`src/rtl/hbft_pkg.sv`:
```
`timescale 1ns/1ps
package hbft_pkg;
  typedef enum logic {
    BURST_HB = 1'b0,
    BURST_FT = 1'b1
  } burst_kind_e;
endpackage

```
`src/rtl/hbft_tone_tx.sv`:
```
`timescale 1ns/1ps
module hbft_tone_tx #(
  parameter int PULSE_HI     = 2,
  parameter int PULSE_PERIOD = 6,
  parameter int HB_PULSES    = 30,
  parameter int FT_PULSES    = 90,
  parameter int HB_PERIOD    = 2000,
  parameter int FT_PERIOD    = 1000
) (
  input  logic clk_i,
  input  logic rst_ni,
  input  logic fault_i,
  output logic tx_o
);
  import hbft_pkg::*;

  localparam int WAIT_MAX = (HB_PERIOD > FT_PERIOD) ? HB_PERIOD : FT_PERIOD;
  localparam int WW       = $clog2(WAIT_MAX + 1);
  localparam int NMAX     = (HB_PULSES > FT_PULSES) ? HB_PULSES : FT_PULSES;
  localparam int NW       = $clog2(NMAX + 1);
  localparam int PW       = $clog2(PULSE_PERIOD + 1);

  logic          busy_q;
  burst_kind_e   kind_q;
  logic          fmode_q;
  logic [WW-1:0] wait_q;
  logic [NW-1:0] pcnt_q;
  logic [PW-1:0] phase_q;

  logic start_ft, start_hb, leave_ft, last_pulse, slot_end;

  // fault burst: at once when a fault appears, then at the fault period
  assign start_ft = fault_i && !busy_q && (!fmode_q || wait_q >= WW'(FT_PERIOD - 1));
  assign start_hb = !fault_i && !fmode_q && !busy_q && wait_q >= WW'(HB_PERIOD - 1);
  // leaving fault mode restarts the heartbeat period
  assign leave_ft = fmode_q && !fault_i && !busy_q;
  assign slot_end = (phase_q == PW'(PULSE_PERIOD - 1));
  assign last_pulse = (kind_q == BURST_FT) ? (pcnt_q == NW'(FT_PULSES - 1))
                                           : (pcnt_q == NW'(HB_PULSES - 1));

  always_ff @(posedge clk_i or negedge rst_ni) begin
    if (!rst_ni) begin
      busy_q  <= 1'b0;
      kind_q  <= BURST_HB;
      fmode_q <= 1'b0;
      wait_q  <= '0;
      pcnt_q  <= '0;
      phase_q <= '0;
    end else begin
      if (start_ft || start_hb) begin
        busy_q  <= 1'b1;
        kind_q  <= start_ft ? BURST_FT : BURST_HB;
        pcnt_q  <= '0;
        phase_q <= '0;
        wait_q  <= '0;
        if (start_ft) fmode_q <= 1'b1;
      end else begin
        if (leave_ft) begin
          fmode_q <= 1'b0;
          wait_q  <= '0;
        end else if (wait_q != WW'(WAIT_MAX)) begin
          wait_q <= wait_q + 1'b1;
        end
        if (busy_q) begin
          if (slot_end) begin
            phase_q <= '0;
            if (last_pulse) busy_q <= 1'b0;
            else            pcnt_q <= pcnt_q + 1'b1;
          end else begin
            phase_q <= phase_q + 1'b1;
          end
        end
      end
    end
  end

  assign tx_o = busy_q && (phase_q < PW'(PULSE_HI));
endmodule

```
`src/rtl/hbft_tone_rx.sv`:
```
`timescale 1ns/1ps
module hbft_tone_rx #(
  parameter int GAP_LIMIT = 12,
  parameter int HB_DET    = 20,
  parameter int FT_DET    = 60
) (
  input  logic clk_i,
  input  logic rst_ni,
  input  logic rx_i,
  output logic hb_evt_o,
  output logic ft_evt_o
);
  localparam int CW = $clog2(FT_DET + 1);
  localparam int GW = $clog2(GAP_LIMIT + 1);

  logic          rx_q, in_burst_q;
  logic [CW-1:0] ecnt_q;
  logic [GW-1:0] gap_q;
  logic          rise;

  assign rise = rx_i && !rx_q;

  always_ff @(posedge clk_i or negedge rst_ni) begin
    if (!rst_ni) begin
      rx_q       <= 1'b0;
      in_burst_q <= 1'b0;
      ecnt_q     <= '0;
      gap_q      <= '0;
      hb_evt_o   <= 1'b0;
      ft_evt_o   <= 1'b0;
    end else begin
      rx_q     <= rx_i;
      hb_evt_o <= 1'b0;
      ft_evt_o <= 1'b0;
      if (rise) begin
        gap_q      <= '0;
        in_burst_q <= 1'b1;
        if (!in_burst_q) begin
          ecnt_q <= CW'(1);
        end else if (ecnt_q != CW'(FT_DET)) begin
          ecnt_q <= ecnt_q + 1'b1;
          // fault tone is flagged the moment its threshold edge arrives
          if (ecnt_q == CW'(FT_DET - 1)) ft_evt_o <= 1'b1;
        end
      end else if (in_burst_q) begin
        if (gap_q == GW'(GAP_LIMIT - 1)) begin
          in_burst_q <= 1'b0;
          hb_evt_o   <= (ecnt_q >= CW'(HB_DET)) && (ecnt_q < CW'(FT_DET));
        end else begin
          gap_q <= gap_q + 1'b1;
        end
      end
    end
  end
endmodule

```
`src/rtl/hbft_watch.sv`:
```
`timescale 1ns/1ps
module hbft_watch #(
  parameter int HB_TIMEOUT = 5000,
  parameter int HB_FAST    = 1000,
  parameter int FT_HOLD    = 2000
) (
  input  logic clk_i,
  input  logic rst_ni,
  input  logic clr_i,
  input  logic hb_evt_i,
  input  logic ft_evt_i,
  output logic miss_o,
  output logic fast_o,
  output logic nfault_o
);
  localparam int IW = $clog2(HB_TIMEOUT + 1);
  localparam int HW = $clog2(FT_HOLD + 1);

  logic [IW-1:0] ivl_q;
  logic [HW-1:0] hold_q;
  logic          seen_q, flt_q, any_evt;

  assign any_evt = hb_evt_i || ft_evt_i;

  always_ff @(posedge clk_i or negedge rst_ni) begin
    if (!rst_ni) begin
      ivl_q  <= '0;
      seen_q <= 1'b0;
      miss_o <= 1'b0;
      fast_o <= 1'b0;
      flt_q  <= 1'b0;
      hold_q <= '0;
    end else begin
      if (any_evt) begin
        ivl_q  <= '0;
        seen_q <= 1'b1;
      end else if (ivl_q != IW'(HB_TIMEOUT)) begin
        ivl_q <= ivl_q + 1'b1;
      end

      // raised only on the expiring step; saturation keeps it from re-arming
      if (!any_evt && ivl_q == IW'(HB_TIMEOUT - 1)) miss_o <= 1'b1;
      else if (clr_i)                                 miss_o <= 1'b0;

      if (hb_evt_i && seen_q && ivl_q < IW'(HB_FAST)) fast_o <= 1'b1;
      else if (clr_i)                                   fast_o <= 1'b0;

      if (ft_evt_i) begin
        flt_q  <= 1'b1;
        hold_q <= '0;
      end else if (flt_q) begin
        if (hold_q == HW'(FT_HOLD - 1)) flt_q <= 1'b0;
        else                            hold_q <= hold_q + 1'b1;
      end
    end
  end

  assign nfault_o = !flt_q;
endmodule

```
`src/rtl/hbft_sup.sv`:
```
`timescale 1ns/1ps
module hbft_sup #(
  parameter int PULSE_HI     = 2,
  parameter int PULSE_PERIOD = 6,
  parameter int HB_PULSES    = 30,
  parameter int HB_DET       = 20,
  parameter int FT_PULSES    = 90,
  parameter int FT_DET       = 60,
  parameter int HB_PERIOD    = 2000,
  parameter int FT_PERIOD    = 1000,
  parameter int HB_TIMEOUT   = 5000,
  parameter int HB_FAST      = 1000,
  parameter int FT_HOLD      = 2000
) (
  input  logic clk_i,
  input  logic rst_ni,
  input  logic fault_i,
  input  logic clr_i,
  input  logic rx_i,
  output logic tx_o,
  output logic nfault_o,
  output logic hb_miss_o,
  output logic hb_fast_o
);
  localparam int GAP_LIMIT = 2 * PULSE_PERIOD;

  logic hb_evt, ft_evt;

  hbft_tone_tx #(
    .PULSE_HI(PULSE_HI), .PULSE_PERIOD(PULSE_PERIOD),
    .HB_PULSES(HB_PULSES), .FT_PULSES(FT_PULSES),
    .HB_PERIOD(HB_PERIOD), .FT_PERIOD(FT_PERIOD)
  ) u_tx (
    .clk_i(clk_i), .rst_ni(rst_ni), .fault_i(fault_i), .tx_o(tx_o)
  );

  hbft_tone_rx #(
    .GAP_LIMIT(GAP_LIMIT), .HB_DET(HB_DET), .FT_DET(FT_DET)
  ) u_rx (
    .clk_i(clk_i), .rst_ni(rst_ni), .rx_i(rx_i),
    .hb_evt_o(hb_evt), .ft_evt_o(ft_evt)
  );

  hbft_watch #(
    .HB_TIMEOUT(HB_TIMEOUT), .HB_FAST(HB_FAST), .FT_HOLD(FT_HOLD)
  ) u_watch (
    .clk_i(clk_i), .rst_ni(rst_ni), .clr_i(clr_i),
    .hb_evt_i(hb_evt), .ft_evt_i(ft_evt),
    .miss_o(hb_miss_o), .fast_o(hb_fast_o), .nfault_o(nfault_o)
  );
endmodule

```
`config.mk`:
```
export PLATFORM = sky130hd
export DESIGN_NAME = hbft_sup
export DESIGN_NICKNAME = d
export VERILOG_FILES = /design/src/rtl/hbft_pkg.sv /design/src/rtl/hbft_tone_tx.sv /design/src/rtl/hbft_tone_rx.sv /design/src/rtl/hbft_watch.sv /design/src/rtl/hbft_sup.sv
export SDC_FILE = /design/constraint.sdc
export NUM_CORES = 1
export LEC_CHECK = 0
export BUFFER_PORTS_ARGS = -buffer_cell sky130_fd_sc_hd__buf_2
export CAP_MARGIN = 10
export CORE_AREA = 2 2 100 73
export DETAILED_ROUTE_END_ITERATION = 10
export DIE_AREA = 0 0 102 75
export GPL_ROUTABILITY_DRIVEN = 0
export GPL_TIMING_DRIVEN = 0
export PLACE_DENSITY = 0.7
export RECOVER_POWER = 100
export REMOVE_ABC_BUFFERS = 1
export SLEW_MARGIN = 20
export SYNTH_ARGS = -nofsm -noshare
export SYNTH_HDL_FRONTEND = slang
export SYNTH_HIERARCHICAL = 1
export SYNTH_SLANG_ARGS = --single-unit
```
`constraint.sdc`:
```
create_clock -name clk_i -period 5 [get_ports clk_i]
set_input_delay 1 -clock clk_i [delete_from_list [all_inputs] [get_ports clk_i]]
set_output_delay 1 -clock clk_i [all_outputs]
set_load 0.02 [all_outputs]
```
==> Implementation_results.wiki <==
{| class="wikitable"
! Metric !! Value
|-
| Category of cells accounting for the largest share of critical-path delay || compound AO/OA/AOI/OAI gates
|-
| Core Footprint || about 6600 sq um
|-
| Height of the die || between 70 and 80 um
|-
| Sink of the worst hold path || u_watch/seen_q
|-
| Required @ worst endpoint || 5.19 ns
|-
| Sink Count || 66
|-
| Fin. max-slew vios || 27
|-
| First-pass GRT wire length || roughly 12 mm
|-
| Std-Cell Rows || 25
|-
| Most common cell after layout, fill and taps aside || sky130_fd_sc_hd__dfrtp_1
|-
| Clock tree from TritonCTS || built
|-
| Post-synth top area cell || sky130_fd_sc_hd__dfrtp_1
|-
| Status || finished with violations
|-
| Hold-fix buffers at CTS || 0
|-
| Final period utilization || between 50% and 60%
|-
| Hold violation count in the final report || 0
|-
| RSZ-0062 raised after global routing || false
|-
| Die width || 102 um
|-
| Flip-flop and latch count after synthesis || between 60 and 70
|-
| CTS clock-pin slew for the worst setup and hold paths || ~0.070 ns
|-
| TritonCTS Buffers || 9
|-
| CP cell instances || ha_1 -> a21o_1 -> a2111oi_0 -> o32ai_1 -> clkbuf_1 -> nor3_1
|-
| Actual transition at the worst max-transition pin || between 1.5 and 2 ns
|-
| Mean post-synth cell area || roughly 10 sq um
|-
| Buffer depth of the longest clock path || 2
|-
| Highest ir drop seen on vdd || around 250 uV
|-
| Via density per instance || ~5.7
|-
| Number of antenna violations at the first check in global routing || 0
|-
| H-tree lvl count || 3
|-
| Global-route usage over all layers || 19.5%
|-
| Antenna Violating Nets Remaining || 0
|-
| Slew HR || -3.20%
|-
| Sum of net half-perimeters after detailed placement || ~4.6 mm
|-
| GRT Residual Overflow || 0
|-
| Clock tree root driver cell || sky130_fd_sc_hd__clkbuf_8
|-
| Total inserted antenna cells || 0
|-
| Setup CP Type || register to register
|-
| Kind of start point of the critical path || register
|-
| Highest Clock Rate || ~0.34 GHz
|-
| Worst-path fanout max || 16
|-
| Number of nets at the end of the flow || approximately 380
|-
| Sum of internal, switching and leakage power || between 1.5 and 2 mW
|-
| Leakage power of the design || around 1.7 nW
|-
| Input/output buffers || 8
|-
| Worst Setup End Kind || register
|-
| Initial detailed-routing violation count || 144
|-
| Ranking of synthesized cells by area || sky130_fd_sc_hd__dfrtp_1 (46%), sky130_fd_sc_hd__nor2_1 (3.7%), sky130_fd_sc_hd__ha_1 (3.5%), sky130_fd_sc_hd__xnor2_1 (3.4%), sky130_fd_sc_hd__xor2_1 (3.4%)
|-
| First-pass detailed-route iteration total || 4
|-
| Worst path max stage delay || 1.00 ns
|-
| Total wirelength of the detailed-routed design || between 6 and 7 mm
|-
| Portion of the post-synthesis area used by sequential elements || 46.2%
|-
| Initial core utilization || between 50 and 60%
|-
| Worst reg2reg path endpoint || u_tx/wait_q[10]
|-
| Post-Synthesis Cell Area || 3580 sq um
|-
| Clock insertion delay at the later pin of the skew report || 0.34 ns
|-
| Minimum clock period || a little under 3 ns
|-
| Fraction of synthesis flops using an asynchronous set or reset pin || 100%
|-
| DR WL/cell || between 10 and 15 um
|-
| Source of the worst register-to-register timing path || u_tx/wait_q[0]
|-
| Min setup slack post-route || about 2.1 ns
|-
| Number of maximum-capacitance violations || 1
|-
| Areal power density over the cells || about 480 nW/um^2
|-
| Worst hold path stage count || 1
|-
| Arrival time of the worst setup path || ~3.1 ns
|-
| Cell count after synthesis || roughly 360
|-
| Class of the tightest hold or removal check || register to register
|-
| Count of unique library cells instantiated by Yosys || 62
|-
| Slowest cell on the critical path || sky130_fd_sc_hd__o32ai_1
|-
| Layout overhead on the synthesized area || 5.77%
|-
| Maximum number of pins on one net before global-route repair || 41
|-
| Setup slack, reg-to-reg || roughly 2.1 ns
|-
| Final setup vio count || 0
|-
| Via count of the first global-routing pass || between 2k and 2.5k
|-
| Via count || around 2.6k
|-
| Accumulated negative setup slack || 0 ns
|-
| Post-cts sizing count || 0
|-
| Warnings, synthesis || 6
|-
| Number of flops mapped to enable cells by yosys || 0
|-
| Top-level port count || 9
|-
| Layout Skew || between 0.008 and 0.009 ns
|-
| Worst Path Buf+Inv || 1
|-
| Fraction of final layout cells sized beyond drive strength 1 || a little under a tenth
|-
| Setup repair bufs after CTS || 0
|-
| Full die area || approximately 7700 sq um
|-
| Most used DFF post-synth || sky130_fd_sc_hd__dfrtp_1
|-
| Hold path startpoint || u_watch/seen_q
|-
| DRC violations left || 0
|-
| Cell count of the worst reg-to-reg path || 6
|-
| Most frequent cells in the layout || sky130_fd_sc_hd__dfrtp_1 (66), sky130_fd_sc_hd__nor2_1 (35), sky130_fd_sc_hd__nand2_1 (25)
|-
| Yosys top cell area share || 46.2%
|-
| DP Worst Slack || 2.73 ns
|-
| Failing checks || capacitance limit, slew limit
|}
## registers in the layout, indices dropped and copies added (netlist names)
name,cells
u_rx/rx_q,1
u_watch/seen_q,1
u_tx/pcnt_q,7
u_tx/busy_q,1
u_watch/ivl_q,13
u_watch/hold_q,11
u_rx/in_burst_q,1
u_rx/ft_evt_o,1
u_rx/gap_q,4
u_rx/hb_evt_o,1
u_rx/ecnt_q,6
u_watch/miss_o,1
u_watch/fast_o,1
u_tx/fmode_q,1
u_tx/phase_q,3
u_watch/flt_q,1
u_tx/kind_q,1
u_tx/wait_q,11
## report_power, final
group	switching, mW	total [mW]	internal [mW]	leakage [nW]
clock network	0.201	0.394	0.194	0.0903
logic	0.263	0.505	0.242	0.746
registers	0.217	0.897	0.680	0.850
total	0.680	1.80	1.12	1.69
## stage by stage
step / std cells / utilization (%) / area (sq um) / hold WS (ns)
2_1_floorplan: 341 / - / 3490 / 0.433
3_3_place_gp: 443 / 55.0 / 3650 / 0.456
3_5_place_dp: 446 / 56.0 / 3710 / 0.457
4_1_cts: 462 / 58.6 / 3890 / 0.474
5_1_grt: 462 / 57.0 / 3780 / 0.517
6_report: 462 / 57.0 / 3780 / 0.471
## how the worst max path moves through the flow
| stage | startpoint | slack, ns | cells past startpoint | to |
|---|---|---|---|---|
| floorplan | fault_i | 2.57 | 3 | u_tx/wait_q[10] |
| global placement | fault_i | 2.00 | 4 | u_tx/wait_q[10] |
| detailed placement | rx_i | 2.73 | 4 | u_rx/gap_q[0] |
| CTS | u_tx/busy_q | 2.48 | 3 | tx_o |
| global route | u_tx/wait_q[0] | 1.90 | 6 | u_tx/wait_q[10] |
| finish | u_tx/wait_q[0] | 2.09 | 6 | u_tx/wait_q[10] |
## logic make-up after synthesis
logic type,Yosys count,synth area share [%]
multiplexers,6,1.85
flip-flops,66,46.2
XOR/XNOR,28,6.86
AND/OR/NAND/NOR,163,26.7
adder cells (fa/ha/maj),10,3.50
AO/OA/AOI/OAI,53,11.0
buffers and inverters,30,3.92
## final cells by class
class                   instances  area [sq um]
clock buffers                  12           145
clock inverters                 4          27.5
fillers                       573          2850
inverters                      15          56.3
multi-input cells             260          1720
flip-flops and latches         66          1650
well taps                      94           118
repair buffers                 11          67.6
## layer usage
metal | share of wire (%) | global-route usage, % | up-vias
li1 | - | - | 1290
met1 | 52 | 27.7 | 1283
met2 | 42 | 28.7 | 58
met3 | 4.7 | 5.66 | 8
met4 | 1.2 | 7.11 | 0
met5 | 0 | 0 | -
## cell usage after synthesis (7+ instances only)
cell type	count
sky130_fd_sc_hd__nand4_1	14
sky130_fd_sc_hd__o21ai_0	8
sky130_fd_sc_hd__inv_1	15
sky130_fd_sc_hd__xnor2_1	14
sky130_fd_sc_hd__or3_1	7
sky130_fd_sc_hd__ha_1	10
sky130_fd_sc_hd__nor3_1	10
sky130_fd_sc_hd__dfrtp_1	66
sky130_fd_sc_hd__nor2_1	35
sky130_fd_sc_hd__xor2_1	14
sky130_fd_sc_hd__nand3_1	19
sky130_fd_sc_hd__clkbuf_1	8
sky130_fd_sc_hd__nand2_1	25
sky130_fd_sc_hd__a21oi_1	16
sky130_fd_sc_hd__nor3_2	9
sky130_fd_sc_hd__and3_1	7
(Power assumes the default switching activity.)
